[src/rtl/bcg_pkg.sv]
package bcg_pkg;

   localparam logic [2:0] LEN_ONE  = 3'b000;
   localparam logic [2:0] LEN_TWO  = 3'b001;
   localparam logic [2:0] LEN_FOUR = 3'b010;
   localparam logic [2:0] LEN_8    = 3'b011;
   localparam logic [2:0] LEN_PAGE = 3'b111;

   // decoded shape of one burst
   typedef struct packed {
      logic [1:0] lg;    // log2 of fixed length
      logic       full;  // full-page burst
      logic       err;   // unsupported setting seen
   } burst_shape_t;

endpackage

[src/rtl/bcg_len_decode.sv]
module bcg_len_decode
   import bcg_pkg::*;
(
   input  logic [2:0]   len_code_i,
   input  logic         interleave_i,
   input  logic         is_write_i,
   input  logic         wr_single_i,
   output burst_shape_t shape_o
);

   logic reserved_code;
   logic page_il;
   logic force_one;

   always_comb begin
      reserved_code = (len_code_i[2] == 1'b1) && (len_code_i != LEN_PAGE);
      page_il       = (len_code_i == LEN_PAGE) && interleave_i;
      force_one     = reserved_code || page_il || (is_write_i && wr_single_i);

      shape_o.err  = reserved_code || page_il;
      shape_o.full = !force_one && (len_code_i == LEN_PAGE);
      if (force_one) begin
         shape_o.lg = 2'd0;
      end else begin
         unique case (len_code_i)
            LEN_TWO:  shape_o.lg = 2'd1;
            LEN_FOUR: shape_o.lg = 2'd2;
            LEN_8:    shape_o.lg = 2'd3;
            default:  shape_o.lg = 2'd0;
         endcase
      end
   end

endmodule

[src/rtl/bcg_beat_ctr.sv]
module bcg_beat_ctr #(
   parameter int COL_W = 9
) (
   input  logic             clk,
   input  logic             rst_n,
   input  logic             start_i,
   input  logic             stop_i,
   input  logic             full_i,
   input  logic [COL_W-1:0] mask_i,
   output logic [COL_W-1:0] cnt_o,
   output logic             active_o,
   output logic             final_o
);

   logic [COL_W-1:0] cnt_q;
   logic             active_q;

   assign final_o  = active_q && !full_i && (cnt_q == mask_i);
   assign cnt_o    = cnt_q;
   assign active_o = active_q;

   always_ff @(posedge clk or negedge rst_n) begin
      if (!rst_n) begin
         cnt_q    <= '0;
         active_q <= 1'b0;
      end else if (start_i) begin
         cnt_q    <= '0;
         active_q <= 1'b1;
      end else if (stop_i || final_o) begin
         cnt_q    <= '0;
         active_q <= 1'b0;
      end else if (active_q) begin
         cnt_q    <= cnt_q + 1'b1;   // full page wraps modulo 2^COL_W
      end
   end

endmodule

[src/rtl/bcg_addr_map.sv]
module bcg_addr_map #(
   parameter int COL_W = 9
) (
   input  logic [COL_W-1:0] base_i,
   input  logic [COL_W-1:0] cnt_i,
   input  logic [COL_W-1:0] mask_i,
   input  logic             interleave_i,
   output logic [COL_W-1:0] col_o
);

   logic [COL_W-1:0] seq_col;
   logic [COL_W-1:0] xor_col;

   assign seq_col = base_i + cnt_i;
   assign xor_col = base_i ^ cnt_i;

   // per bit: bits inside the block follow the order, bits above hold
   for (genvar b = 0; b < COL_W; b++) begin : g_bit
      assign col_o[b] = !mask_i[b]   ? base_i[b]  :
                        interleave_i ? xor_col[b] : seq_col[b];
   end

endmodule

[src/rtl/burst_col_gen.sv]
module burst_col_gen
   import bcg_pkg::*;
#(
   parameter int COL_W = 9
) (
   input  logic             clk,
   input  logic             rst_n,
   input  logic             start_i,
   input  logic             is_write_i,
   input  logic [COL_W-1:0] col_i,
   input  logic [2:0]       len_code_i,
   input  logic             interleave_i,
   input  logic             wr_single_i,
   input  logic             stop_i,
   output logic [COL_W-1:0] col_o,
   output logic             valid_o,
   output logic             last_o,
   output logic             err_o
);

   localparam int FIXED_MAX = 8;

   if (COL_W < $clog2(FIXED_MAX)) begin : g_bad_width
      $error("burst_col_gen: COL_W must cover the longest fixed burst");
   end

   burst_shape_t     shape;
   logic [COL_W-1:0] mask_d;
   logic [COL_W-1:0] base_q;
   logic [COL_W-1:0] mask_q;
   logic             full_q;
   logic             il_q;
   logic             err_q;
   logic [COL_W-1:0] cnt;
   logic             active;
   logic             final_beat;

   bcg_len_decode u_dec (
      .len_code_i   (len_code_i),
      .interleave_i (interleave_i),
      .is_write_i   (is_write_i),
      .wr_single_i  (wr_single_i),
      .shape_o      (shape)
   );

   always_comb begin
      if (shape.full) mask_d = '1;
      else            mask_d = COL_W'((1 << shape.lg) - 1);
   end

   always_ff @(posedge clk or negedge rst_n) begin
      if (!rst_n) begin
         base_q <= '0;
         mask_q <= '0;
         full_q <= 1'b0;
         il_q   <= 1'b0;
         err_q  <= 1'b0;
      end else if (start_i) begin
         base_q <= col_i;
         mask_q <= mask_d;
         full_q <= shape.full;
         il_q   <= interleave_i && !shape.full;
         err_q  <= shape.err;
      end
   end

   bcg_beat_ctr #(.COL_W(COL_W)) u_ctr (
      .clk      (clk),
      .rst_n    (rst_n),
      .start_i  (start_i),
      .stop_i   (stop_i),
      .full_i   (full_q),
      .mask_i   (mask_q),
      .cnt_o    (cnt),
      .active_o (active),
      .final_o  (final_beat)
   );

   bcg_addr_map #(.COL_W(COL_W)) u_map (
      .base_i       (base_q),
      .cnt_i        (cnt),
      .mask_i       (mask_q),
      .interleave_i (il_q),
      .col_o        (col_o)
   );

   assign valid_o = active;
   assign last_o  = final_beat;
   assign err_o   = active && err_q;

endmodule

[config.mk]
export PLATFORM = sky130hd
export DESIGN_NAME = burst_col_gen
export DESIGN_NICKNAME = d
export VERILOG_FILES = /design/src/rtl/bcg_pkg.sv /design/src/rtl/bcg_len_decode.sv /design/src/rtl/bcg_beat_ctr.sv /design/src/rtl/bcg_addr_map.sv /design/src/rtl/burst_col_gen.sv
export SDC_FILE = /design/constraint.sdc
export NUM_CORES = 1
export LEC_CHECK = 0
export ABC_CLOCK_PERIOD_IN_PS = 2820
export BUFFER_PORTS_ARGS = -buffer_cell sky130_fd_sc_hd__buf_2
export CORE_MARGIN = 4
export CORE_UTILIZATION = 44
export CTS_CLUSTER_DIAMETER = 120
export DETAILED_ROUTE_END_ITERATION = 10
export SYNTH_ARGS = -nofsm -noshare
export SYNTH_HDL_FRONTEND = slang
export SYNTH_HIERARCHICAL = 1
export SYNTH_SLANG_ARGS = --single-unit
[constraint.sdc]
create_clock -name clk -period 2.82 [get_ports clk]
set_input_delay 0.141 -clock clk [delete_from_list [all_inputs] [get_ports clk]]
set_output_delay 0.141 -clock clk [all_outputs]
set_load 0.005 [all_outputs]
==> results.sh <==
export IMPL_required_ps=2680
export IMPL_final_fill_count=402
export IMPL_slew_limit_headroom_pct=44.3
export IMPL_cp_start_kind="register"
export IMPL_dieArea_um2=5730
export IMPL_syn_avg_cell_area_um2=10.7
export IMPL_core_region_area_um2=4380
export IMPL_hold_path_class="in2reg"
export IMPL_drc_errors=0
export IMPL_viasPerCell=5.46
export IMPL_drt_iter0_drc=63
export IMPL_status="finished, final reports clean"
export IMPL_antenna_found_initial=0
export IMPL_gp_congestion=0.846
export IMPL_max_cap_viol_count=0
export IMPL_regArea_um2=727
export IMPL_yosys_register_bits=29
export IMPL_grt_use_total_pct=16.9
export IMPL_arrival_ps=2500
export IMPL_multiInputGateArea_um2=1200
export IMPL_ant_nets=0
export IMPL_finalWirelength_mm=4.17
export IMPL_setup_violations_final=0
export IMPL_cts_tree="yes"
export IMPL_cts_root_buf="clkbuf_8"
export IMPL_crit_type="reg2out"
export IMPL_fin_util_pct=52.6
export IMPL_first_global_vias=1553
export IMPL_firstDrtPassIters=4
export IMPL_syn_instance_count=189
export IMPL_vias=1490
export IMPL_tns_ps=0
export IMPL_synthArstFlopShare_pct=100
export IMPL_power_density_nw_per_um2=492
export IMPL_route_detailed_wl_per_inst_um=15.3
export IMPL_rows=24
export IMPL_tightest_slew_ps=835
export IMPL_path_clk_slew_ps=70
export IMPL_cts_path_max_buffers=2
export IMPL_layout_nets=251
export IMPL_overflow=0
export IMPL_clock_latency_ps=280
export IMPL_fmax_mhz=378
export IMPL_ioPinCount=31
export IMPL_diodes=0
export IMPL_syn_area_um2=2020
export IMPL_p_total_w=0.00113
export IMPL_grt_pass1_wl_mm=7.30
export IMPL_drive_above_1_share_pct=32.6
export IMPL_synth_edf_count=0
export IMPL_grt_max_degree=36
export IMPL_cts_max_level=2
export IMPL_cp_max_fo=5
export IMPL_fp_dieW_um=75.7
export IMPL_die_y_um=75.7
export IMPL_ys_warn_count=6
export IMPL_io_buffers=30
export IMPL_hold_viol=0
export IMPL_fin_skew_ps=5.57
export IMPL_p_leak_nw=1.01
export IMPL_cts_sinks=29
export IMPL_ys_flop_type="dfrtp_1"
export IMPL_start_util_pct=46.0
export IMPL_timing_final_max_slew_violations=0
export IMPL_cp_end_kind="primary output"
export IMPL_dp_hpwl_mm=3.15
export IMPL_peakVddDrop_mv=0.263
export IMPL_postSynthNetCount=220
export IMPL_area_growth_pct=14.3
export IMPL_ys_seq_area_share_pct=36.0
export IMPL_synthDistinctLibCells=46
export IMPL_cts_buffers=5
export IMPL_finalCritPeriodShare_pct=93.8
export IMPL_fin_crit_ps=2650
export IMPL_cts_setup_buffers=0
export IMPL_rsz0062_at_grt="no"
==> flip-flops by register name, summed over array words and instances, names as in the netlist <==
register / count
u_ctr/cnt_o: 9
err_q: 1
il_q: 1
u_ctr/active_o: 1
mask_q: 7
full_q: 1
base_q: 9
==> per-layer routing <==
layer / track usage [%] / wire length (um) / vias up
met3: 3.69 / 202 / 8
met1: 21.1 / 1880 / 714
met2: 28.9 / 2020 / 36
met4: 6.02 / 69 / 0
li1: - / - / 732
met5: 0 / 0 / -
==> Yosys cell counts (3+ instances only) <==
cell type | n | area [um^2]
nor4_2 | 7 | 87.6
nor2_1 | 18 | 67.6
a31oi_1 | 4 | 25.0
mux2_2 | 5 | 56.3
inv_1 | 8 | 30.0
mux2i_1 | 3 | 30.0
o21ai_0 | 3 | 15.0
mux2_4 | 8 | 120
nand2b_1 | 3 | 18.8
buf_4 | 3 | 22.5
and2_1 | 3 | 18.8
dfrtp_1 | 29 | 726
ha_1 | 11 | 138
nor2b_1 | 3 | 18.8
nand2_1 | 9 | 33.8
xor2_1 | 6 | 52.6
a21oi_1 | 14 | 70.1
xnor2_1 | 17 | 149
==> repair_timing <==
item                       4_1_cts  5_1_grt
gates resized for setup          0        3
setup endpoints to repair        0        1
hold endpoints to repair        29        0
hold buffers                     1        0
==> cells in the final DEF, fill, tap and decap left out, types with 2 or more instances in the layout <==
cell type  instances
buf_2             30
mux2i_1            3
xor2_1             6
a21oi_1           14
dfrtp_1           28
nor4_2             7
mux2_2             5
nor2b_1            3
o21bai_1           2
nor2_1            18
ha_1              11
mux2_4             8
nand2b_1           3
inv_1              8
xnor2_1           17
o21ai_0            3
nor3_2             2
nand3_1            2
nand4_1            2
nand2_1            9
clkbuf_8           6
a31oi_1            4
and2_1             3
==> stage by stage <==
stage | setup slack, ps | cell area, um^2 | instances | hold WS, ps
2_1_floorplan | 699 | 2020 | 189 | -155
3_3_place_gp | 461 | 2170 | 264 | 209
3_5_place_dp | 466 | 2170 | 264 | 220
4_1_cts | 117 | 2290 | 273 | 84.9
5_1_grt | 32.3 | 2310 | 273 | 87.6
6_report | 174 | 2310 | 273 | 92.1
==> critical path, stage by stage, from the launching register on <==
cell	delay, ps
dfrtp_2	450
ha_1	230
fa_2	380
a211oi_4	270
o32ai_2	140
a31oi_1	250
mux2i_1	240
xor2_1	150
buf_2	120
==> layout make-up <==
cell class / count / area share, %
multi-input combinational: 144 / 52.0
sequential: 29 / 31.5
timing repair buffer: 32 / 7.27
clock buffer: 7 / 3.74
tap: 52 / 2.82
clock inverter: 1 / 1.30
inverter: 8 / 1.30
==> kinds of logic after synthesis <==
group,share of synthesized area (%)
simple gates,19.4
flops,36.0
buf+inv,5.08
compound gates,11.5
mux,10.2
fa+ha+maj,7.81
xor+xnor,9.98
==> where the power goes <==
group | leakage [nW] | switching, W | internal [W]
clock network | 0.0585 | 0.000156 | 0.000288
logic | 0.593 | 0.0000958 | 0.000108
registers | 0.363 | 0.0000422 | 0.000445
total | 1.01 | 0.000294 | 0.000841
==> worst paths after layout <==
kind,start,end,slack [ps],cells past startpoint
setup / recovery,u_ctr/cnt_o[0]$_DFFE_PN0P_,col_o[8],170,8
hold / removal,col_i[6],base_q[6]$_DFFE_PN0P_,90,2
setup reg to reg,mask_q[6]$_DFFE_PN0P_,u_ctr/cnt_o[7]$_DFFE_PN0P_,1040,5
hold reg to reg,err_q$_DFFE_PN0P_,err_q$_DFFE_PN0P_,500,1
max in group asynchronous,rst_n,u_ctr/cnt_o[0]$_DFFE_PN0P_,1940,2
min in group asynchronous,rst_n,base_q[5]$_DFFE_PN0P_,420,2
Note: power is estimated with default switching activity, not from simulation.
